==> config.mk <==
export PLATFORM = sky130hd
export DESIGN_NAME = cascaded_irq_ctrl
export DESIGN_NICKNAME = d
export VERILOG_FILES = /design/src/rtl/pic_pkg.sv /design/src/rtl/pic_prio_pick.sv /design/src/rtl/pic_route.sv /design/src/rtl/pic_unit.sv /design/src/rtl/cascaded_irq_ctrl.sv
export SDC_FILE = /design/constraint.sdc
export NUM_CORES = 1
export LEC_CHECK = 0
export CAP_MARGIN = 5
export CORE_ASPECT_RATIO = 1.4
export CORE_MARGIN = 10
export CORE_UTILIZATION = 51
export DETAILED_ROUTE_END_ITERATION = 10
export GPL_ROUTABILITY_DRIVEN = 0
export PLACE_DENSITY = 0.76
export SYNTH_ARGS = -nofsm -noshare
export SYNTH_HDL_FRONTEND = slang
export SYNTH_SLANG_ARGS = --single-unit
==> constraint.sdc <==
create_clock -name clk -period 3.6 [get_ports clk]
set_input_delay 0.54 -clock clk [delete_from_list [all_inputs] [get_ports clk]]
set_output_delay 0.54 -clock clk [all_outputs]
set_load 0.05 [all_outputs]
==> src/rtl/pic_pkg.sv <==
package pic_pkg;
  typedef enum logic [1:0] {
    CFG_MMASK = 2'd0,
    CFG_SMASK = 2'd1,
    CFG_MODE  = 2'd2
  } cfg_sel_e;
endpackage

==> src/rtl/pic_prio_pick.sv <==
// Finds the lowest-index set bit, which is the highest priority.
module pic_prio_pick #(
  parameter int N  = 8,
  parameter int IW = $clog2(N)
) (
  input  logic [N-1:0]  vec,
  output logic          found,
  output logic [IW-1:0] idx
);
  always_comb begin
    found = 1'b0;
    idx   = '0;
    for (int i = N - 1; i >= 0; i--) begin
      if (vec[i]) begin
        found = 1'b1;
        idx   = IW'(i);
      end
    end
  end
endmodule

==> src/rtl/pic_route.sv <==
// Registers the external lines and routes them to the master and slave inputs.
module pic_route #(
  parameter int N          = 8,
  parameter int CASC_LINE  = 2,
  parameter int ALIAS_LINE = 9
) (
  input  logic           clk,
  input  logic           rst,
  input  logic [2*N-1:0] lines,
  output logic [N-1:0]   master_in,
  output logic [N-1:0]   slave_in
);
  localparam int ALIAS_IDX = ALIAS_LINE - N;

  logic [2*N-1:0] line_q;

  always_ff @(posedge clk) begin
    if (rst) line_q <= '0;
    else     line_q <= lines;
  end

  for (genvar i = 0; i < N; i++) begin : g_master
    if (i == CASC_LINE) begin : g_link
      assign master_in[i] = 1'b0;
    end else begin : g_plain
      assign master_in[i] = line_q[i];
    end
  end

  for (genvar j = 0; j < N; j++) begin : g_slave
    if (j == ALIAS_IDX) begin : g_alias
      assign slave_in[j] = line_q[N+j] | line_q[CASC_LINE];
    end else begin : g_plain
      assign slave_in[j] = line_q[N+j];
    end
  end
endmodule

==> src/rtl/pic_unit.sv <==
// One 8-input priority unit: pending, mask and in-service state.
module pic_unit #(
  parameter int N        = 8,
  parameter int IW       = $clog2(N),
  parameter bit CASC_EN  = 1'b0,
  parameter int CASC_BIT = 2
) (
  input  logic          clk,
  input  logic          rst,
  input  logic [N-1:0]  lines_in,
  input  logic          casc_in,
  input  logic          edge_mode,
  input  logic          mask_we,
  input  logic [N-1:0]  mask_d,
  input  logic          ack,
  input  logic          eoi,
  output logic          int_req,
  output logic [IW-1:0] win_idx,
  output logic [N-1:0]  mask_o,
  output logic [N-1:0]  isr_o
);
  logic [N-1:0]  irr, imr, isr, line_d;
  logic [N-1:0]  raw, pend;
  logic [N-1:0]  ack_set, eoi_clr;
  logic          p_found, s_found, casc_nest;
  logic [IW-1:0] p_idx, s_idx;

  for (genvar i = 0; i < N; i++) begin : g_raw
    if (CASC_EN && i == CASC_BIT) begin : g_casc
      assign raw[i] = casc_in;
    end else begin : g_line
      assign raw[i] = edge_mode ? irr[i] : lines_in[i];
    end
  end

  assign pend = raw & ~imr;

  pic_prio_pick #(.N(N), .IW(IW)) u_pend_pick (
    .vec(pend), .found(p_found), .idx(p_idx)
  );

  pic_prio_pick #(.N(N), .IW(IW)) u_isr_pick (
    .vec(isr), .found(s_found), .idx(s_idx)
  );

  // The slave resolves its own nesting, so the link bit may request past itself.
  assign casc_nest = CASC_EN && (p_idx == IW'(CASC_BIT)) && (s_idx == IW'(CASC_BIT));

  always_comb begin
    int_req = p_found && (!s_found || (p_idx < s_idx) || casc_nest);
  end

  always_comb begin
    ack_set = '0;
    eoi_clr = '0;
    if (ack && int_req) ack_set[p_idx] = 1'b1;
    if (eoi && s_found) eoi_clr[s_idx] = 1'b1;
  end

  always_ff @(posedge clk) begin
    if (rst) begin
      irr    <= '0;
      imr    <= '0;
      isr    <= '0;
      line_d <= '0;
    end else begin
      line_d <= lines_in;
      if (mask_we) imr <= mask_d;
      if (!edge_mode) irr <= '0;
      else            irr <= (irr | (lines_in & ~line_d)) & ~ack_set;
      isr <= (isr & ~eoi_clr) | ack_set;
    end
  end

  assign win_idx = p_idx;
  assign mask_o  = imr;
  assign isr_o   = isr;
endmodule

==> src/rtl/cascaded_irq_ctrl.sv <==
module cascaded_irq_ctrl #(
  parameter int             N           = 8,
  parameter int             VW          = 8,
  parameter logic [VW-1:0]  MASTER_BASE = 8'h20,
  parameter logic [VW-1:0]  SLAVE_BASE  = 8'h28,
  parameter int             CASC_LINE   = 2,
  parameter int             ALIAS_LINE  = 9
) (
  input  logic           clk,
  input  logic           rst,
  input  logic [2*N-1:0] irq_lines,
  input  logic           cfg_we,
  input  logic [1:0]     cfg_addr,
  input  logic [N-1:0]   cfg_data,
  input  logic           inta,
  input  logic           eoi_master,
  input  logic           eoi_slave,
  output logic           int_out,
  output logic           vec_valid,
  output logic [VW-1:0]  vec_out
);
  import pic_pkg::*;

  localparam int IW = $clog2(N);

  logic [N-1:0]  master_in, slave_in;
  logic [1:0]    mode_q;
  logic          m_int, s_int, s_ack, m_is_casc;
  logic [IW-1:0] m_win, s_win;
  logic [N-1:0]  m_mask, s_mask, m_isr, s_isr;
  logic [VW-1:0] vec_next;

  pic_route #(.N(N), .CASC_LINE(CASC_LINE), .ALIAS_LINE(ALIAS_LINE)) u_route (
    .clk(clk), .rst(rst), .lines(irq_lines),
    .master_in(master_in), .slave_in(slave_in)
  );

  always_ff @(posedge clk) begin
    if (rst) mode_q <= 2'b00;
    else if (cfg_we && cfg_addr == CFG_MODE) mode_q <= cfg_data[1:0];
  end

  assign m_is_casc = (m_win == IW'(CASC_LINE));
  assign s_ack     = inta && m_int && m_is_casc;

  pic_unit #(.N(N), .IW(IW), .CASC_EN(1'b1), .CASC_BIT(CASC_LINE)) u_master (
    .clk(clk), .rst(rst), .lines_in(master_in), .casc_in(s_int),
    .edge_mode(mode_q[0]),
    .mask_we(cfg_we && cfg_addr == CFG_MMASK), .mask_d(cfg_data),
    .ack(inta), .eoi(eoi_master),
    .int_req(m_int), .win_idx(m_win), .mask_o(m_mask), .isr_o(m_isr)
  );

  pic_unit #(.N(N), .IW(IW), .CASC_EN(1'b0), .CASC_BIT(CASC_LINE)) u_slave (
    .clk(clk), .rst(rst), .lines_in(slave_in), .casc_in(1'b0),
    .edge_mode(mode_q[1]),
    .mask_we(cfg_we && cfg_addr == CFG_SMASK), .mask_d(cfg_data),
    .ack(s_ack), .eoi(eoi_slave),
    .int_req(s_int), .win_idx(s_win), .mask_o(s_mask), .isr_o(s_isr)
  );

  always_comb begin
    if (!m_int)         vec_next = MASTER_BASE + VW'(N - 1);
    else if (m_is_casc) vec_next = SLAVE_BASE + VW'(s_win);
    else                vec_next = MASTER_BASE + VW'(m_win);
  end

  always_ff @(posedge clk) begin
    if (rst) begin
      int_out   <= 1'b0;
      vec_valid <= 1'b0;
      vec_out   <= '0;
    end else begin
      int_out   <= m_int;
      vec_valid <= inta;
      if (inta) vec_out <= vec_next;
    end
  end
endmodule

==> metrics.md <==
| Metric | Value |
|---|---|
| Clock transition at the register clock pins on the worst setup and hold paths after CTS | 0.08 ns |
| Fin nets | 559 |
| Simple-gate share of the synthesized area | between 20 and 25% |
| Maximum clock skew at final layout | 0.00974 ns |
| Routed vias/inst | 5.68 |
| Detailed-route via count | 3551 |
| Distinct cell type count after synthesis | 60 |
| Most used flip-flop cell after synthesis | dfxtp_1 |
| Endpoint of the worst setup timing path | vec_out[2] |
| Ratio of total power to cell area | 447 mW/mm^2 |
| Type of element capturing the critical path | flop |
| Number of violations reported at the end of detailed-routing iteration 0 | 191 |
| Achievable clock frequency | 0.249 GHz |
| DRC viols | 0 |
| Reg-to-reg critical path endpoint | vec_out[2] |
| Final Non-Filler Cells | around 630 |
| Global-route wire length before repair | 17200 um |
| Type of element launching the critical path | flop |
| Ratio of final minimum period to clock period | 111% |
| YS warnings | 0 |
| Violations in the final reports | setup timing |
| Sequential area share after synthesis | between 40 and 50% |
| Average footprint of a synthesized cell | 8.93 um^2 |
| Run status | finished with violations |
| Internal power | about 1.6 mW |
| Final antenna-violating net count | 0 |
| Die width | roughly 94 um |
| Clock share of power | approximately 28% |
| Reg power frac | 44.5% |
| Dominant combinational cell family by area after synthesis | simple AND/OR/NAND/NOR gates |
| Sw frac | 30.6% |
| Via count of the first global-routing pass | 3596 |
| Actual slew at the worst max-slew pin | slightly above 0.7 ns |
| Global route overflow | 0 |
| Most frequent standard cell in the layout excluding fill and tap cells | dfxtp_1 |
| Multiplexer share of the synthesized area | 8.31% |
| Routed wirelength normalized by instance count | 17.0 um |
| Arr. time, crit path | 4.21 ns |
| Total detailed-routing wirelength | 10600 um |
| Post-synthesis share of cell area spent on xor and xnor gates | 0% |
| Fin worst setup slack | -0.409 ns |
| Core area | 0.00745 mm^2 |
| Area fraction of the dominant cell type after synthesis | 44.3% |
| Insertion delay of the later-clocked pin in the worst-skew pair | 0.37 ns |
| Starting density of the core | between 50% and 60% |
| N_diodes | 0 |
| Fraction of registers with async set or reset after synthesis | 0% |
| Origin of the worst setup path | mode_q[1] |
| Count of final hold-check violations | 0 |
| Beginning of the worst register-to-register path | mode_q[1] |
| Post-layout minimum cycle time | roughly 4.0 ns |
| Cells taking the most area after synthesis | dfxtp_1 44%, mux2i_1 7.4%, nor2b_1 6.5% |
| Maximum ir drop on the vdd rail | 0.290 mV |
| Initial antenna violation count | 0 |
| Net Switching | just over 0.7 mW |
| Post-Route Hold Slack | 0.480 ns |
| Type of the tightest min-delay check | flop to flop |
| Share of cells above drive strength 1 | 22.7% |
| Die ar. | around 0.012 mm^2 |
| Setup-violating endpoint count in the final report | 36 |
| Count of pins over their slew limit | 0 |
| Cell count after synthesis | 440 |
| Area share of fa/ha/maj cells after synthesis | less than 1% |
| Clock buffers created by TritonCTS | 9 |
| Worst relative slew slack | 51.8% |
| Crit Path Category | flop to flop |
| Number of placed instances, taps included | 596 |
| Max-cap violations | 0 |
| Unrepaired setup endpoints after global routing | yes |
| Worst reg-to-reg path cell count | 23 |
| Share of the synthesized area in compound gates (AO/OA/AOI/OAI) | 19.6% |
| Comb pwr share | a little over a quarter |
| Number of rows created at floorplan | 37 |
| Required time of the critical path | ~3.8 ns |
| Overall fraction of global-route tracks in use | 18.5% |
| Vert. Die Dim | roughly 120 um |
| Number of synthesized flops with an enable pin | 0 |
| Synthesis-to-finish area growth | 32.4% |
| Count of state elements after synthesis | 87 |
| Post-synthesis cell type with the largest combined area | dfxtp_1 |
| Post-route core utilization | a little over two thirds |
| Number of iterations in the first detailed-routing pass | 4 |
| Top-level port count | 42 |
| Netlist area before placement | around 0.004 mm^2 |
| Post-place setup slack | -0.484 ns |
| Largest net degree at the start of global routing | 33 |
| Master cell of the clock root buffer | clkbuf_8 |
| P_leak | 2.05 nW |
| TritonCTS clock tree | yes |
| Buffer depth of the longest clock path | 2 |
| Detailed placer's ending HPWL | just under 8000 um |
| Commonest cells after routing, fill and taps aside | 86 x dfxtp_1, 60 x nor2_1, 47 x buf_4 |
| Clock H-tree levels | 3 |
| Highest fanout seen on the critical path | 8 |
| TritonCTS sink count | 87 |
| Worst reg-to-reg setup slack | -0.41 ns |
| IO Port Bufs | 38 |
## cell families after synthesis
family                     count (synthesis)
and+or+nand+nor                          172
AOI/OAI and AO/OA                        108
DFF                                       87
buffers and inverters                     37
muxes                                     32
adders and majority gates                  3
other                                      1
## layer usage
| layer | global-route usage [%] | wire length, um | vias up |
|---|---|---|---|
| li1 | - | - | 1736 |
| met1 | 19.1 | 4250 | 1717 |
| met2 | 34.2 | 5760 | 73 |
| met3 | 3.79 | 358 | 25 |
| met4 | 9.14 | 257 | 0 |
| met5 | 0 | 0 | - |
## synthesized netlist by cell type, drive strengths merged (5+ instances only)
| library cell | number |
|---|---|
| inv | 19 |
| dfxtp | 87 |
| clkbuf | 8 |
| nor2b | 41 |
| a311oi | 8 |
| o21ai | 21 |
| mux2i | 30 |
| nand2b | 5 |
| nor2 | 64 |
| a21oi | 25 |
| or3 | 6 |
| buf | 10 |
| nor3 | 14 |
| nand2 | 16 |
| o22ai | 12 |
| a31oi | 6 |
| a21o | 5 |
## through the flow
stage | instance area [um^2] | setup TNS (ns) | power, mW
CTS | 5080 | -10.96 | 2.30
global route | 5200 | -20.30 | 2.43
detailed placement | 4730 | -14.70 | 1.59
global placement | 4730 | -8.74 | 1.58
floorplan | 4040 | -4.30 | 1.40
finish | 5200 | -12.75 | 2.32
## power groups by stage
stage               Clock, mW  Sequential [mW]  Combinational, mW
finish                  0.655             1.03              0.634
global route            0.709             1.04              0.680
CTS                     0.668             1.03              0.599
detailed placement          0             1.05              0.537
global placement            0             1.05              0.526
floorplan                   0             1.08              0.322
## registers in the layout (all words and copies together), names as in the netlist
| signal | flops |
|---|---|
| u_master.mask_o | 8 |
| vec_out | 5 |
| u_route.line_q | 16 |
| u_slave.line_d | 8 |
| u_slave.mask_o | 8 |
| vec_valid | 1 |
| int_out | 1 |
| u_slave.irr | 8 |
| mode_q | 2 |
| u_master.irr | 7 |
| u_master.line_d | 7 |
| u_slave.isr_o | 8 |
| u_master.isr_o | 8 |
## timing repair
action                     in CTS  in global routing
hold endpoints to repair        0                  0
setup buffers                   5                  8
resized for setup              19                  8
hold buffers                    0                  0
setup endpoints to repair      36                 36
gates cloned                    1                  0
pin swaps                      23                  6
## how the worst min path moves through the flow
stage,slack [ns],depth (start not counted),startpoint,to
after floorplan,0.45,2,u_route.line_q[9],u_slave.line_d[1]
after global placement,0.45,2,vec_out[5],vec_out[5]
after detailed placement,0.47,1,u_route.line_q[6],u_master.line_d[6]
after CTS,0.49,1,u_route.line_q[6],u_master.line_d[6]
after global routing,0.51,1,u_route.line_q[1],u_master.line_d[1]
final,0.48,2,vec_out[5],vec_out[5]
## final cells by class
| class | instances | area (um^2) |
|---|---|---|
| multi-input combinational | 318 | 2280 |
| fill | 578 | 2250 |
| sequential | 87 | 1750 |
| timing repair buffer | 89 | 798 |
| clock buffer | 10 | 128 |
| tap | 97 | 121 |
| inverter | 19 | 73.8 |
| clock inverter | 5 | 60.1 |
## critical path, cell delays in order, from the launching register on
cell      delay [ns]
dfxtp_4         0.40
buf_6           0.13
mux2i_4         0.25
o22a_1          0.19
and3b_4         0.22
inv_4           0.04
nor2_4          0.13
ha_4            0.22
a21oi_4         0.15
buf_4           0.14
a31oi_4         0.10
a21oi_4         0.14
nor2_2          0.06
nand2_1         0.09
nor2_1          0.06
ha_2            0.21
nor2_1          0.08
o31a_1          0.20
inv_1           0.06
o41a_1          0.34
nor2_2          0.19
a21o_4          0.20
buf_12          0.14
a311oi_2        0.09
No activity file was read; power rests on OpenSTA's default activity.
